==> src/rtl/pld_pkg.sv <==
package pld_pkg;
  // Classification of one comparison cycle
  typedef enum logic [1:0] {
    CLS_GOOD = 2'd0,
    CLS_MID  = 2'd1,
    CLS_BAD  = 2'd2
  } cls_t;
endpackage

==> src/rtl/pld_edge_meas.sv <==
module pld_edge_meas #(
  parameter int UNLOCK_THR0 = 8,
  parameter int UNLOCK_THR1 = 16,
  parameter int DW          = 6
) (
  input  logic          clk,
  input  logic          rst,
  input  logic          ref_in,
  input  logic          fb_in,
  input  logic          win_sel,
  output logic          res_valid,
  output logic [DW-1:0] res_dist,
  output logic          res_tmo
);
  typedef enum logic {MS_IDLE, MS_WAIT} mstate_t;

  localparam logic [DW-1:0] TMO0 = DW'(2 * UNLOCK_THR0);
  localparam logic [DW-1:0] TMO1 = DW'(2 * UNLOCK_THR1);

  mstate_t       st;
  logic          ref_q, fb_q, lead_ref;
  logic [DW-1:0] cnt;
  logic          rise_r, rise_f, partner;
  logic [DW-1:0] tmo_lim;

  assign rise_r  = ref_in & ~ref_q;
  assign rise_f  = fb_in & ~fb_q;
  assign partner = lead_ref ? rise_f : rise_r;
  assign tmo_lim = win_sel ? TMO1 : TMO0;

  always_ff @(posedge clk) begin
    if (rst) begin
      st        <= MS_IDLE;
      ref_q     <= 1'b0;
      fb_q      <= 1'b0;
      lead_ref  <= 1'b0;
      cnt       <= '0;
      res_valid <= 1'b0;
      res_dist  <= '0;
      res_tmo   <= 1'b0;
    end else begin
      ref_q     <= ref_in;
      fb_q      <= fb_in;
      res_valid <= 1'b0;
      case (st)
        MS_IDLE: begin
          if (rise_r && rise_f) begin
            res_valid <= 1'b1;
            res_dist  <= '0;
            res_tmo   <= 1'b0;
          end else if (rise_r || rise_f) begin
            st       <= MS_WAIT;
            lead_ref <= rise_r;
            cnt      <= DW'(1);
          end
        end
        default: begin
          if (partner) begin
            res_valid <= 1'b1;
            res_dist  <= cnt;
            res_tmo   <= 1'b0;
            st        <= MS_IDLE;
          end else if (cnt >= tmo_lim) begin
            res_valid <= 1'b1;
            res_dist  <= cnt;
            res_tmo   <= 1'b1;
            st        <= MS_IDLE;
          end else begin
            cnt <= cnt + DW'(1);
          end
        end
      endcase
    end
  end

  // one edge of each pulse cannot finish two cycles back to back
  a_r2_one_result: assert property (@(posedge clk) disable iff (rst)
    res_valid |=> !res_valid);

  // the wait never runs past the timeout limit
  a_r8_wait_bound: assert property (@(posedge clk) disable iff (rst)
    (st == MS_WAIT) |-> (cnt <= tmo_lim));
endmodule

==> src/rtl/pld_qualifier.sv <==
module pld_qualifier
  import pld_pkg::*;
#(
  parameter int LOCK_THR0   = 4,
  parameter int UNLOCK_THR0 = 8,
  parameter int LOCK_THR1   = 8,
  parameter int UNLOCK_THR1 = 16,
  parameter int RUN0        = 5,
  parameter int RUN1        = 16,
  parameter int RUN2        = 64,
  parameter int RUN3        = 255,
  parameter int DW          = 6,
  parameter int RW          = 8
) (
  input  logic          clk,
  input  logic          rst,
  input  logic          res_valid,
  input  logic [DW-1:0] res_dist,
  input  logic          res_tmo,
  input  logic          win_sel,
  input  logic [1:0]    cnt_sel,
  output logic          locked
);
  logic [DW-1:0] lock_thr, unlock_thr;
  logic [RW:0]   need, run_nx;
  logic [RW-1:0] run;
  cls_t          cls;

  assign lock_thr   = win_sel ? DW'(LOCK_THR1)   : DW'(LOCK_THR0);
  assign unlock_thr = win_sel ? DW'(UNLOCK_THR1) : DW'(UNLOCK_THR0);
  assign run_nx     = {1'b0, run} + 1'b1;

  always_comb begin
    case (cnt_sel)
      2'd0:    need = (RW+1)'(RUN0);
      2'd1:    need = (RW+1)'(RUN1);
      2'd2:    need = (RW+1)'(RUN2);
      default: need = (RW+1)'(RUN3);
    endcase
  end

  always_comb begin
    if (res_tmo || res_dist > unlock_thr) cls = CLS_BAD;
    else if (res_dist < lock_thr)         cls = CLS_GOOD;
    else                                  cls = CLS_MID;
  end

  always_ff @(posedge clk) begin
    if (rst) begin
      locked <= 1'b0;
      run    <= '0;
    end else if (res_valid) begin
      if (locked) begin
        if (cls == CLS_BAD) begin
          locked <= 1'b0;
          run    <= '0;
        end
      end else if (cls == CLS_GOOD) begin
        if (run_nx >= need) begin
          locked <= 1'b1;
          run    <= '0;
        end else begin
          run <= run_nx[RW-1:0];
        end
      end else begin
        run <= '0;
      end
    end
  end

  // reset leaves the indicator low
  a_r1_reset_clear: assert property (@(posedge clk) rst |=> !locked);

  // a bad cycle while locked drops lock on the next clock
  a_r7_single_drop: assert property (@(posedge clk) disable iff (rst)
    (locked && res_valid && cls == CLS_BAD) |=> !locked);

  // cycles that are not bad keep lock
  a_r6_hold: assert property (@(posedge clk) disable iff (rst)
    (locked && !(res_valid && cls == CLS_BAD)) |=> locked);

  // lock only rises on a good cycle
  a_r4_rise_on_good: assert property (@(posedge clk) disable iff (rst)
    $rose(locked) |-> $past(res_valid && cls == CLS_GOOD));
endmodule

==> src/rtl/pll_lock_detect.sv <==
module pll_lock_detect #(
  parameter int LOCK_THR0   = 4,
  parameter int UNLOCK_THR0 = 8,
  parameter int LOCK_THR1   = 8,
  parameter int UNLOCK_THR1 = 16,
  parameter int RUN0        = 5,
  parameter int RUN1        = 16,
  parameter int RUN2        = 64,
  parameter int RUN3        = 255
) (
  input  logic       clk,
  input  logic       rst,
  input  logic       ref_in,
  input  logic       fb_in,
  input  logic       win_sel,
  input  logic [1:0] cnt_sel,
  output logic       locked
);
  localparam int MAX_UNLOCK = (UNLOCK_THR0 > UNLOCK_THR1) ? UNLOCK_THR0 : UNLOCK_THR1;
  localparam int DW         = $clog2(2 * MAX_UNLOCK + 2);
  localparam int MAX_RUN01  = (RUN0 > RUN1) ? RUN0 : RUN1;
  localparam int MAX_RUN23  = (RUN2 > RUN3) ? RUN2 : RUN3;
  localparam int MAX_RUN    = (MAX_RUN01 > MAX_RUN23) ? MAX_RUN01 : MAX_RUN23;
  localparam int RW         = $clog2(MAX_RUN + 1);

  logic          res_valid, res_tmo;
  logic [DW-1:0] res_dist;

  pld_edge_meas #(
    .UNLOCK_THR0(UNLOCK_THR0), .UNLOCK_THR1(UNLOCK_THR1), .DW(DW)
  ) u_meas (
    .clk(clk), .rst(rst), .ref_in(ref_in), .fb_in(fb_in), .win_sel(win_sel),
    .res_valid(res_valid), .res_dist(res_dist), .res_tmo(res_tmo)
  );

  pld_qualifier #(
    .LOCK_THR0(LOCK_THR0), .UNLOCK_THR0(UNLOCK_THR0),
    .LOCK_THR1(LOCK_THR1), .UNLOCK_THR1(UNLOCK_THR1),
    .RUN0(RUN0), .RUN1(RUN1), .RUN2(RUN2), .RUN3(RUN3),
    .DW(DW), .RW(RW)
  ) u_qual (
    .clk(clk), .rst(rst), .res_valid(res_valid), .res_dist(res_dist),
    .res_tmo(res_tmo), .win_sel(win_sel), .cnt_sel(cnt_sel), .locked(locked)
  );
endmodule

==> config.mk <==
export PLATFORM = sky130hd
export DESIGN_NAME = pll_lock_detect
export DESIGN_NICKNAME = d
export VERILOG_FILES = /design/src/rtl/pld_pkg.sv /design/src/rtl/pld_edge_meas.sv /design/src/rtl/pld_qualifier.sv /design/src/rtl/pll_lock_detect.sv
export SDC_FILE = /design/constraint.sdc
export NUM_CORES = 1
export LEC_CHECK = 0
export BUFFER_PORTS_ARGS = -buffer_cell sky130_fd_sc_hd__buf_2
export CAP_MARGIN = 20
export CORE_ASPECT_RATIO = 0.8
export CORE_MARGIN = 8
export CORE_UTILIZATION = 40
export CTS_CLUSTER_SIZE = 20
export DETAILED_ROUTE_END_ITERATION = 10
export PLACE_DENSITY_LB_ADDON = 0.1
export SYNTH_ARGS = -nofsm -noshare
export SYNTH_HDL_FRONTEND = slang
export SYNTH_SLANG_ARGS = --single-unit
==> constraint.sdc <==
create_clock -name clk -period 2.3 [get_ports clk]
set_clock_uncertainty 0.15 [all_clocks]
set_input_delay 0.345 -clock clk [delete_from_list [all_inputs] [get_ports clk]]
set_output_delay 0.345 -clock clk [all_outputs]
set_load 0.03 [all_outputs]
Yosys cells after proc, flatten, opt, wreduce, memory -nomap -nowiden
Cells that the tools add are included.

Register bits after elaboration: 27. Input bits: 7. Output and inout bits: 1. Logic and storage cells: 78.

Add/sub/neg operators: 2. Order comparisons: 4. Equality and inequality tests: 8. Multiplexer cells: 37. Bitwise operators: 6. Reductions and logical operators: 11.

Operator list (count): 6-bit 2-to-1 mux (10); 8-bit 2-to-1 mux (4); 8-bit one-hot mux with 3 select lines (1); 1-bit 2-to-1 mux (19); 8-bit by 1-bit adder with 9-bit output, second input constant (1); 9-bit by 8-bit greater-or-equal comparator with 1-bit output (1); 6-bit by 1-bit adder with 6-bit output, second input constant (1); 6-bit greater-or-equal comparator (1); 6-bit > comparator (1); 6-bit < comparator (1); 2-bit inequality test, second input constant (3); 5-bit 2-to-1 mux (1); 2-bit == test, second input constant (2); 2-bit zero test (2); 4-bit 2-to-1 mux (1); 1-bit NOT (4); 2-bit AND reduction (2); 4-bit AND reduction (1); 2-bit nonzero test (2); 3-bit inequality test, second input constant (1); 3-bit AND reduction (1); 1-bit bitwise AND (2); 2-bit by 1-bit == test with 1-bit output, second input constant (1); 1-bit logical OR (2); 3 further kinds (3).

Logic depth before layout (Yosys ltp)
Gate-level depths: netlist of the first run.

Depth in word-level cells: 7. Mapped depth: 10. Depth with buffers taken out: 10.

Cells and area by module
Synthesis of the first run repeated with hierarchy kept, for this count alone.

Cells, all modules: 207. Area, all modules: 1804.2 sq um.

By module, submodules not included: pld_edge_meas (instances 1, cells each 102, area an instance 910.9 sq um, seq. area each 360.3 sq um); pld_qualifier (instances 1, cells each 105, area an instance 893.4 sq um, seq. area each 180.2 sq um).

Least setup slack after synthesis of the first run
No wires, ideal clock.

Path kind: reg-to-reg. From: register u_qual.run[0]. To: register u_qual.locked. Library setup time: 0.115 ns. Arrival time: 2.143 ns. Data required time: 2.035 ns. Path slack: -0.108 ns. Cell stages (with the launch flop): 11. Buffers on the path: 0. Period minus slack after synthesis: 2.408 ns. Cells stage by stage: dfxtp_1 > ha_1 > nand3_1 > nor3_1 > xnor2_1 > ha_1 > a21oi_1 > o22ai_1 > nor2_1 > a21oi_1 > o21a_1.

Cells in the longest elaborated chain, start to end: 5.

RTL lines: from (decl) (line pld_qualifier.sv:26) `logic [RW-1:0] run;`; from (signal assigned) (line pld_qualifier.sv:63) `run <= run_nx[RW-1:0];`; 8-bit by 1-bit adder with 9-bit output (line pld_qualifier.sv:31) `assign run_nx = {1'b0, run} + 1'b1;`; 9-bit by 8-bit greater-or-equal comparator with 1-bit output (line pld_qualifier.sv:59) `if (run_nx >= need) begin`; 1-bit 2-to-1 mux (line pld_qualifier.sv:59); 1-bit 2-to-1 mux (line pld_qualifier.sv:58) `end else if (cls == CLS_GOOD) begin`; 1-bit 2-to-1 mux (line pld_qualifier.sv:53) `if (locked) begin`; to (signal assigned) (line pld_qualifier.sv:50) `locked <= 1'b0;`; to (signal assigned) (line pld_qualifier.sv:55) `locked <= 1'b0;`; to (signal assigned) (line pld_qualifier.sv:60) `locked <= 1'b1;`; to (decl) (line pld_qualifier.sv:22) `output logic locked`.

Every way passes these cells. A chain may end at the register's enable or synchronous reset.

Worst setup path in the final report of the first run
From: register u_qual.run[1]. To: register u_qual.run[4].

Cells in the longest elaborated chain, start to end: 5.

RTL lines (line): 8-bit by 1-bit adder with 9-bit output * (pld_qualifier.sv:31); 9-bit by 8-bit greater-or-equal comparator with 1-bit output (pld_qualifier.sv:59); 8-bit 2-to-1 mux * (pld_qualifier.sv:59); 8-bit 2-to-1 mux * (pld_qualifier.sv:58); 8-bit 2-to-1 mux * (pld_qualifier.sv:53).

Mark *: on every way between the ends. The rest lies on a longest branch, timed or not.

==> key figures, run 1 <==
Layout
  – Share of layout cells above drive strength 1: 0.261
  – Core Util, Final: 0.490
  – Design Area, Final: 2010 µm²
  – N_diodes: 0
  – Post-route insts no fill: 260
  – Area grow syn2layout: 20.1%
  – Number of fillers in the final layout: roughly 400
  – Fin nets: 232

Floorplanning
  – Initial Utilization: 0.408
  – Rows: 21
  – Die X: roughly 90 µm
  – Core area: around 4000 µm²
  – Num ports: 8
  – Die H: roughly 74 µm
  – DIE AREA: 6520 µm²

Hold path
  – Worst Hold Path Cells: 2
  – Min-Delay Path Class: primary input to register

CTS
  – H-tree depth: 1
  – Worst-skew pair later-pin latency: about 0.26 ns
  – Clock sinks: 27
  – Worst-path clk slew: 0.09 ns
  – Clock tree buffer depth: 2
  – Clk root buf: clkbuf_8
  – Post-cts hold buffer count: 0
  – CTS tree: yes
  – Cts bufs inserted: 3

Timing
  – Crit path time final: approximately 2.2 ns
  – Hold Fails Final Rpt: 0
  – # setup viols final: 0
  – Hold Worst Slack: 0.182 ns
  – Tcrit/Tclk final: 0.972
  – RSZ-0062 raised after global routing: yes
  – Worst slew pin tran: about 0.46 ns
  – Rel. slew slack: 0.693
  – Max Clk Rate: 447 MHz
  – Max-slew violation count: 0

Detailed routing
  – Vias/cell: 5.08
  – Total number of vias: 1321
  – DRT Pass-1 Iters: 4
  – Initial DRC count: between 50 and 60
  – Wire length per cell: 13.2 µm
  – Residual DRC: 0
  – Final ANT Viol Nets: 0
  – Final Routed Wirelength: approximately 3.4 mm

Setup path
  – CP arrival: about 2.3 ns
  – CP Capture Type: register
  – Top Family by Delay on Critical Path: simple AND/OR/NAND/NOR gates
  – CP Class: register to register
  – CP peak stage delay: around 0.37 ns
  – Setup crit start kind: register
  – Worst Path Max Fanout: 8
  – Stages on the worst setup path: 10
  – Worst path slowest cell: dfxtp_4
  – CP dominant cell by count: ha_4
  – Reg2reg path depth: 10
  – Critical path cell sequence: ha_4 > nor2b_1 > or2_2 > ha_4 > o211ai_1 > nor2_1 > a21oi_2 > buf_6 > nand3_2 > o221ai_1
  – Worst Path Buf+Inv: 1
  – CP Data Required Time: 2.34 ns

Placed design
  – Area after DPL: 1820 µm²
  – RD Place Congestion: between 0.8 and 0.9
  – Port Buffers: 7
  – Dpl cells: 253
  – Dpl hpwl: 2.75 mm

Synthesis
  – Flops & latches, synth: 27
  – Post-synthesis net count: 213
  – Synth Instances: between 150 and 200
  – Most instantiated cells after synthesis: dfxtp_1 (27), ha_1 (21), inv_1 (21), nor2_1 (17), xnor2_1 (9)
  – Top-area cell type share of the netlist area: 0.323
  – Count leader, synth: dfxtp_1
  – Post-synth EDFFs: 0
  – Synth area leaders: dfxtp_1 (32%), ha_1 (16%), inv_1 (4.7%)
  – Seq/Total Area, Yosys: 0.323
  – Synthesized area: 1670 µm²
  – Synth Flop Type: dfxtp_1
  – Synth warn: 0
  – Synth unique cells: 44
  – Leading area contributor after synthesis: dfxtp_1
  – Avg Inst Size Synth: 9.04 µm²
  – Fraction of registers with async set/reset: 0

Global routing
  – Vias in the first global route: 1298
  – Total global-route track usage: 0.113
  – Overflow left after global routing: 0
  – Largest net degree at the start of global routing: 15
  – First-pass GRT wire length: 5.92 mm
  – Initial antenna violation count: 0

Status
  – Outcome: finished clean

Power
  – Lkg Pwr: 0.827 nW
  – Peak VDD IR: 368 µV
  – PD cells: 451 nW/µm²

Run
  – Maxcap violations: 0
report_power, final:
group          switching, W  leakage [nW]  internal [W]
registers         0.0000135         0.222      0.000476
logic             0.0000867         0.582     0.0000662
clock network      0.000139        0.0228      0.000124
total              0.000239         0.827      0.000666
what timing repair did:
action,4_1_cts,5_1_grt
pin swaps,6,11
setup buffers,2,1
setup endpoints to repair,9,9
gates resized for setup,11,15
flip-flops by register name, indices dropped and copies added (netlist names):
| name | cells |
|---|---|
| u_meas.cnt | 6 |
| u_meas.fb_q | 1 |
| u_meas.lead_ref | 1 |
| u_meas.ref_q | 1 |
| u_meas.res_dist | 6 |
| u_meas.res_tmo | 1 |
| u_meas.res_valid | 1 |
| u_meas.st | 1 |
| u_qual.locked | 1 |
| u_qual.run | 8 |
worst reg2reg max path: cells and delay by family (launching register included):
family	cells	cell delay, ns
simple gates	4	0.63
compound gates	3	0.48
fa+ha+maj	2	0.38
flops	1	0.37
buf+inv	1	0.15
metal layers:
| metal | wire (µm) | vias to the layer above | global-route usage |
|---|---|---|---|
| li1 | - | 699 | - |
| met1 | 1720 | 597 | 0.149 |
| met2 | 1530 | 23 | 0.182 |
| met3 | 178 | 2 | 0.0302 |
| met4 | 11 | 0 | 0.0168 |
| met5 | 0 | - | 0 |
final timing paths:
check	start	end	slack, ns
setup / recovery	u_qual.run[1]$_SDFFE_PP0P_	u_qual.run[4]$_SDFFE_PP0P_	0.07
hold / removal	ref_in	u_meas.ref_q$_SDFF_PP0_	0.18
setup reg to reg	u_qual.run[1]$_SDFFE_PP0P_	u_qual.run[4]$_SDFFE_PP0P_	0.07
hold reg to reg	u_meas.res_dist[1]$_SDFFE_PP0P_	u_meas.res_dist[1]$_SDFFE_PP0P_	0.33
through the flow:
step | setup WS (ns) | TNS [ns] | power (W)
after global routing | -0.0401 | -0.132 | 0.000959
after global placement | -0.0459 | -0.0864 | 0.000642
after CTS | 0.0112 | 0 | 0.000917
final | 0.0651 | 0 | 0.000905
after floorplan | 0.0107 | 0 | 0.000607
after detailed placement | -0.156 | -0.681 | 0.000649
kinds of logic after synthesis:
| group | synth area share |
|---|---|
| AOI/OAI and AO/OA | 0.165 |
| xor gates and xnor gates | 0.0471 |
| adders and majority gates | 0.157 |
| buffers and inverters | 0.0516 |
| DFF | 0.323 |
| muxes | 0.0120 |
| and+or+nand+nor | 0.245 |
area by class of cell:
class / instances / area (µm²) / share of cell area
Inverter: 21 / 78.8 / 0.0392
Clock buffer: 4 / 45.0 / 0.0224
Sequential cell: 27 / 556 / 0.276
Timing Repair Buffer: 16 / 106 / 0.0529
Tap cell: 57 / 71.3 / 0.0355
Multi-Input combinational cell: 135 / 1150 / 0.573
layout by cell type (no fill, tap or decap), types with 5 or more instances in the layout:
cell type | netlist | layout
nand4_1 | 6 | 6
nand3_1 | 7 | 5
xnor2_1 | 9 | 6
buf_4 | 0 | 8
ha_1 | 21 | 19
nand2_1 | 5 | 5
o21ai_0 | 7 | 7
inv_1 | 21 | 21
a22o_1 | 6 | 6
nor2_1 | 17 | 16
buf_2 | 0 | 7
dfxtp_1 | 27 | 23
Note: power is estimated with default switching activity, not from simulation.
==> run 2, diff against run 1 <==
Settings changed: GPL_TIMING_DRIVEN from default to 0.
==> key figures, run 2 (synthesis gave the netlist of run 1 again) <==
Status
  – Outcome: finished, violations left (was finished clean)
  – Failing checks: setup timing

CTS
  – Cts bufs inserted: 3 (unchanged)
  – Clock tree buffer depth: 2 (unchanged)
  – H-tree depth: 1 (unchanged)
  – CTS tree: yes (unchanged)
  – Post-cts hold buffer count: 0 (unchanged)
  – Clk root buf: clkbuf_8 (unchanged)
  – Worst-skew pair later-pin latency: 0.27 ns (was 0.26 ns)
  – Worst-path clk slew: 0.10 ns (was 0.09 ns)
  – Clock sinks: 27 (unchanged)

Floorplanning
  – Die X: 88.3 µm (unchanged)
  – Num ports: 8 (unchanged)
  – Die H: 73.8 µm (unchanged)
  – Core area: 4100 µm² (unchanged)
  – Rows: 21 (unchanged)
  – DIE AREA: 6520 µm² (unchanged)
  – Initial Utilization: 0.408 (unchanged)

Global routing
  – Overflow left after global routing: 0 (unchanged)
  – Vias in the first global route: 1293 (was 1298)
  – Largest net degree at the start of global routing: 16 (was 15)
  – First-pass GRT wire length: 6.15 mm (was 5.92 mm)
  – Initial antenna violation count: 0 (unchanged)
  – Total global-route track usage: 0.118 (was 0.113)

Placed design
  – Area after DPL: 1790 µm² (was 1820 µm²)
  – Dpl hpwl: 2.68 mm (was 2.75 mm)
  – Port Buffers: 7 (unchanged)
  – RD Place Congestion: 0.783 (was 0.818)
  – Dpl cells: 249 (was 253)

Setup path
  – Top Family by Delay on Critical Path: simple AND/OR/NAND/NOR gates (unchanged)
  – CP peak stage delay: 0.38 ns (was 0.37 ns)
  – Worst R2R Setup Slack: -0.007 ns (was 0.07 ns)
  – CP arrival: 2.36 ns (was 2.28 ns)
  – Worst path slowest cell: dfxtp_4 (unchanged)
  – Worst Path Buf+Inv: 1 (unchanged)
  – Setup crit start kind: register (unchanged)
  – Worst Path Max Fanout: 7 (was 8)
  – Worst R2R End: u_qual.run[4]$_SDFFE_PP0P_ (unchanged)
  – Critical path cell sequence: ha_4 > nand3_4 > nor3_4 > xnor2_2 > ha_1 > a21oi_2 > o22ai_2 > nor2_4 > buf_4 > nand4_1 > o221ai_2 (was ha_4 > nor2b_1 > or2_2 > ha_4 > o211ai_1 > nor2_1 > a21oi_2 > buf_6 > nand3_2 > o221ai_1)
  – CP Data Required Time: 2.35 ns (was 2.34 ns)
  – CP Capture Type: register (unchanged)
  – Reg2reg path depth: 11 (was 10)
  – RR Startpoint: u_qual.run[1]$_SDFFE_PP0P_ (unchanged)
  – CP Class: register to register (unchanged)

Detailed routing
  – Wire length per cell: 13.5 µm (was 13.2 µm)
  – Final Routed Wirelength: 3.47 mm (was 3.44 mm)
  – DRT Pass-1 Iters: 4 (unchanged)
  – Total number of vias: 1332 (was 1321)
  – Final ANT Viol Nets: 0 (unchanged)
  – Residual DRC: 0 (unchanged)
  – Vias/cell: 5.16 (was 5.08)
  – Initial DRC count: 72 (was 52)

Power
  – Sequential share of power: 0.538 (was 0.541)
  – Sw Pwr: 0.000251 W (was 0.000239 W)
  – Power share of the combinational group: 0.166 (was 0.169)
  – PD cells: 463 nW/µm² (was 451 nW/µm²)
  – Int Pwr: 0.000664 W (was 0.000666 W)
  – Lkg Pwr: 0.797 nW (was 0.827 nW)
  – Peak VDD IR: 391 µV (was 368 µV)
  – Sw frac: 0.274 (was 0.264)
  – Clock power share: 0.296 (was 0.290)

Timing
  – Hold Worst Slack: 0.151 ns (was 0.182 ns)
  – Max Clk Rate: 433 MHz (was 447 MHz)
  – RSZ-0062 raised after global routing: yes (unchanged)
  – Hold Fails Final Rpt: 0 (unchanged)
  – Rel. slew slack: 0.696 (was 0.693)
  – Final WS setup: -0.00747 ns (was 0.0651 ns)
  – # setup viols final: 1 (was 0)
  – Tcrit/Tclk final: 1.00 (was 0.972)
  – Max-slew violation count: 0 (unchanged)
  – Crit path time final: 2.31 ns (was 2.23 ns)
  – Worst slew pin tran: 0.450 ns (was 0.456 ns)
  – Setup TNS: -0.00747 ns (was 0 ns)

Layout
  – Commonest non-fill, non-tap cell in the layout: dfxtp_1 (unchanged)
  – Commonest non-fill, non-tap cells in the layout: dfxtp_1 (22), inv_1 (21), ha_1 (19) (was dfxtp_1 (23), inv_1 (21), ha_1 (19))
  – Fin nets: 230 (was 232)
  – N_diodes: 0 (unchanged)
  – Post-route insts no fill: 258 (was 260)
  – Core Util, Final: 0.482 (was 0.490)
  – Design Area, Final: 1980 µm² (was 2010 µm²)
  – Largest register FFs: 8 (unchanged)
  – Most flops, register: u_qual.run (unchanged)
  – Regs by FF count: u_qual.run: 8 flops, u_meas.cnt: 6 flops, u_meas.res_dist: 6 flops (unchanged)
  – Share of layout cells above drive strength 1: 0.239 (was 0.261)
  – Area grow syn2layout: 18.2% (was 20.1%)

Hold path
  – Min-Delay Path Class: primary input to register (unchanged)
  – WHS Endpoint: u_meas.ref_q$_SDFF_PP0_ (unchanged)
  – Worst Hold Launch: ref_in (unchanged)
  – Worst Hold Path Cells: 2 (unchanged)

Run
  – Maxcap violations: 0 (unchanged)
-- run 2: layout make-up --
type | count | area, µm²
multi-input combinational | 135 | 1140
fill | 409 | 2120
buffer | 1 | 3.75
inverter | 21 | 78.8
clock buffer | 3 | 41.3
tap | 57 | 71.3
timing repair buffer | 13 | 83.8
sequential | 27 | 552
clock inverter | 1 | 5.00
-- run 2: per-layer routing --
layer  global-route usage  up-vias  wire length [µm]
met2                0.170       26              1420
met4              0.00561        0                 0
met1                0.175      614              1910
li1                     -      692                 -
met3               0.0313        0               143
met5                    0        -                 0
-- run 2: stage by stage --
| stage | power (W) | worst slack, ns |
|---|---|---|
| after global routing | 0.000968 | -0.146 |
| final | 0.000915 | -0.00747 |
| after global placement | 0.000640 | -0.307 |
| after detailed placement | 0.000645 | -0.362 |
| after floorplan | 0.000607 | 0.0107 |
| after CTS | 0.000926 | 0.000937 |
-- run 2: worst reg2reg max path: stages, from the launching register on --
cell and delay (ns):
dfxtp_4 0.38, ha_4 0.15, nand3_4 0.12, nor3_4 0.17, xnor2_2 0.11, ha_1 0.34, a21oi_2 0.17, o22ai_2 0.11
nor2_4 0.22, buf_4 0.15, nand4_1 0.10, o221ai_2 0.07
-- run 2: worst max path at each step --
stage | from | endpoint | slack [ns] | cells after the start
2_1_floorplan | u_qual.run[0]$_SDFFE_PP0P_ | u_qual.locked$_SDFFE_PP0P_ | 0.01 | 10
3_5_place_dp | u_qual.run[0]$_SDFFE_PP0P_ | u_qual.run[4]$_SDFFE_PP0P_ | -0.36 | 10
6_report | u_qual.run[1]$_SDFFE_PP0P_ | u_qual.run[4]$_SDFFE_PP0P_ | -0.007 | 11
3_3_place_gp | u_qual.run[0]$_SDFFE_PP0P_ | u_qual.run[4]$_SDFFE_PP0P_ | -0.31 | 10
5_1_grt | u_qual.run[1]$_SDFFE_PP0P_ | u_qual.run[3]$_SDFFE_PP0P_ | -0.15 | 11
4_1_cts | u_qual.run[1]$_SDFFE_PP0P_ | u_qual.run[1]$_SDFFE_PP0P_ | 0.0009 | 9
-- run 2: repair_timing --
item	4_1_cts	5_1_grt
pin swaps	12	5
setup buffers	4	2
endpoints found under the hold margin	0	0
endpoints found under the setup margin	9	9
gates resized for setup	19	4
-- run 2: power by group through the flow --
stage / registers [W] / logic, W / clock network, W
final: 0.000492 / 0.000152 / 0.000271
after floorplan: 0.000501 / 0.000106 / 0
after detailed placement: 0.000505 / 0.000140 / 0
after global routing: 0.000496 / 0.000170 / 0.000303
after global placement: 0.000504 / 0.000136 / 0
after CTS: 0.000492 / 0.000152 / 0.000282
==> run 3, diff against run 2 <==
Settings changed: ABC_CLOCK_PERIOD_IN_PS from default to 2300, PLACE_DENSITY_LB_ADDON 0.1 to 0.05.
==> key figures, run 3 (synthesis gave the netlist of run 1 again) <==
Power
  – PD cells: 430 nW/µm² (was 463 nW/µm²)
  – Peak VDD IR: 373 µV (was 391 µV)
  – Lkg Pwr: 0.855 nW (was 0.797 nW)

Layout
  – Post-route insts no fill: 264 (was 258)
  – Core Util, Final: 0.526 (was 0.482)
  – N_diodes: 0 (unchanged)
  – Regs by FF count: u_qual.run: 8 flops, u_meas.cnt: 6 flops, u_meas.res_dist: 6 flops (unchanged)
  – Most flops, register: u_qual.run (unchanged)
  – Fin nets: 236 (was 230)
  – Design Area, Final: 2160 µm² (was 1980 µm²)
  – Area grow syn2layout: 28.9% (was 18.2%)
  – Share of layout cells above drive strength 1: 0.290 (was 0.239)
  – Largest register FFs: 8 (unchanged)
  – Commonest non-fill, non-tap cell in the layout: dfxtp_1 (unchanged)
  – Commonest non-fill, non-tap cells in the layout: dfxtp_1 (23), inv_1 (21), ha_1 (17) (was dfxtp_1 (22), inv_1 (21), ha_1 (19))

CTS
  – Post-cts hold buffer count: 0 (unchanged)
  – H-tree depth: 1 (unchanged)
  – CTS tree: yes (unchanged)
  – Worst-skew pair later-pin latency: 0.27 ns (about the same)
  – Clk root buf: clkbuf_8 (unchanged)
  – Cts bufs inserted: 3 (unchanged)
  – Clock sinks: 27 (unchanged)
  – Worst-path clk slew: 0.10 ns (about the same)
  – Clock tree buffer depth: 2 (unchanged)

Floorplanning
  – Num ports: 8 (unchanged)
  – Initial Utilization: 0.408 (unchanged)
  – Rows: 21 (unchanged)
  – Die X: 88.3 µm (unchanged)
  – DIE AREA: 6520 µm² (unchanged)
  – Core area: 4100 µm² (unchanged)
  – Die H: 73.8 µm (unchanged)

Setup path
  – RR Startpoint: u_qual.run[0]$_SDFFE_PP0P_ (was u_qual.run[1]$_SDFFE_PP0P_)
  – CP Capture Type: register (unchanged)
  – Crit path launch: u_qual.run[0]$_SDFFE_PP0P_ (was u_qual.run[1]$_SDFFE_PP0P_)
  – Worst R2R End: u_qual.run[5]$_SDFFE_PP0P_ (was u_qual.run[4]$_SDFFE_PP0P_)
  – Setup crit start kind: register (unchanged)
  – CP Data Required Time: 2.35 ns (about the same)
  – CP Class: register to register (unchanged)
  – Worst Path Max Fanout: 7 (unchanged)
  – Reg2reg path depth: 12 (was 11)
  – CP arrival: 2.38 ns (was 2.36 ns)
  – Worst R2R Setup Slack: -0.04 ns (was -0.007 ns)

Timing
  – RSZ-0062 raised after global routing: yes (unchanged)
  – # setup viols final: 1 (unchanged)
  – Crit path time final: 2.34 ns (was 2.31 ns)
  – Rel. slew slack: 0.680 (was 0.696)
  – Worst slew pin tran: 0.480 ns (was 0.450 ns)
  – Max Clk Rate: 428 MHz (was 433 MHz)
  – Setup TNS: -0.0354 ns (was -0.00747 ns)
  – Hold Fails Final Rpt: 0 (unchanged)
  – Tcrit/Tclk final: 1.02 (was 1.00)
  – Final WS setup: -0.0354 ns (was -0.00747 ns)
  – Max-slew violation count: 0 (unchanged)

Hold path
  – WHS Endpoint: u_meas.ref_q$_SDFF_PP0_ (unchanged)
  – Worst Hold Launch: ref_in (unchanged)
  – Min-Delay Path Class: primary input to register (unchanged)
  – Worst Hold Path Cells: 2 (unchanged)

Global routing
  – First-pass GRT wire length: 6.48 mm (was 6.15 mm)
  – Total global-route track usage: 0.124 (was 0.118)
  – Overflow left after global routing: 0 (unchanged)
  – Vias in the first global route: 1336 (was 1293)
  – Largest net degree at the start of global routing: 16 (unchanged)
  – Initial antenna violation count: 0 (unchanged)

Detailed routing
  – Residual DRC: 0 (unchanged)
  – Max layer used: met4 (was met3)
  – Met1 WL: 2.15 mm (was 1.91 mm)
  – Final Routed Wirelength: 3.95 mm (was 3.47 mm)
  – WL met2: 1.65 mm (was 1.42 mm)
  – DRT Pass-1 Iters: 4 (unchanged)
  – Vias/cell: 5.27 (was 5.16)
  – Initial DRC count: 54 (was 72)
  – Final ANT Viol Nets: 0 (unchanged)
  – Wire length per cell: 15.0 µm (was 13.5 µm)
  – Routed wl met3: 119 µm (was 143 µm)
  – Total number of vias: 1391 (was 1332)

Placed design
  – Dpl hpwl: 2.76 mm (was 2.68 mm)
  – Port Buffers: 7 (unchanged)
  – Dpl cells: 249 (unchanged)
  – Area after DPL: 1790 µm² (unchanged)
  – RD Place Congestion: 0.793 (was 0.783)

Status
  – Outcome: finished, violations left (unchanged)
  – Failing checks: setup timing (unchanged)

Run
  – Maxcap violations: 0 (unchanged)
==> run 3: cell types whose count changed in the layout (fill, tap and decap cells not counted), sizes merged <==
cell	before	now
buf	13	19
==> run 3: report_power, final <==
group	switching [W]	total [W]	internal [W]
clock network	0.000150	0.000271	0.000121
registers	0.0000143	0.000491	0.000476
logic	0.0000961	0.000166	0.0000701
==> run 3: critical path: stages (launching register included) <==
cell,delay (ns)
dfxtp_4,0.40
ha_4,0.16
nand3_4,0.10
nor3_4,0.20
xnor2_2,0.17
ha_4,0.26
a21oi_4,0.15
o22ai_4,0.09
nor2_4,0.13
buf_12,0.14
buf_6,0.10
nand4_1,0.11
o21ai_0,0.12
==> run 3: worst max path at each step <==
stage                            endpoint  slack, ns
6_report       u_qual.run[5]$_SDFFE_PP0P_      -0.04
5_1_grt        u_qual.run[5]$_SDFFE_PP0P_      -0.13
4_1_cts        u_qual.run[5]$_SDFFE_PP0P_     -0.005
3_5_place_dp   u_qual.run[1]$_SDFFE_PP0P_      -0.35
3_3_place_gp   u_qual.run[4]$_SDFFE_PP0P_      -0.30
2_1_floorplan  u_qual.locked$_SDFFE_PP0P_       0.01
==> run 3: layout make-up <==
type / count / area, µm²
plain buffers: 1 / 3.75
well taps: 57 / 71.3
flip-flops and latches: 27 / 556
inverters: 21 / 78.8
repair buffers: 19 / 169
fillers: 394 / 1940
clock buffers: 3 / 41.3
multi-input cells: 135 / 1230
clock inverters: 1 / 5.00
==> run 3: repair_timing <==
action,in CTS,in global routing
pin swaps,3,17
setup buffers,5,7
hold endpoints to repair,0,0
resized for setup,13,28
endpoints found under the setup margin,9,9
==> run 3: layer usage <==
layer | up-vias | track usage
li1 | 704 | -
met1 | 659 | 0.181
met2 | 24 | 0.177
met3 | 4 | 0.0279
met4 | 0 | 0.0224
met5 | - | 0
==> run 3: through the flow <==
step / power (W) / hold WS, ns / setup WS [ns]
final: 0.000928 / 0.159 / -0.0354
after global routing: 0.000981 / 0.176 / -0.132
after CTS: 0.000920 / 0.156 / -0.00499
after detailed placement: 0.000645 / 0.315 / -0.353
after global placement: 0.000640 / 0.310 / -0.304
after floorplan: 0.000607 / 0.292 / 0.0107
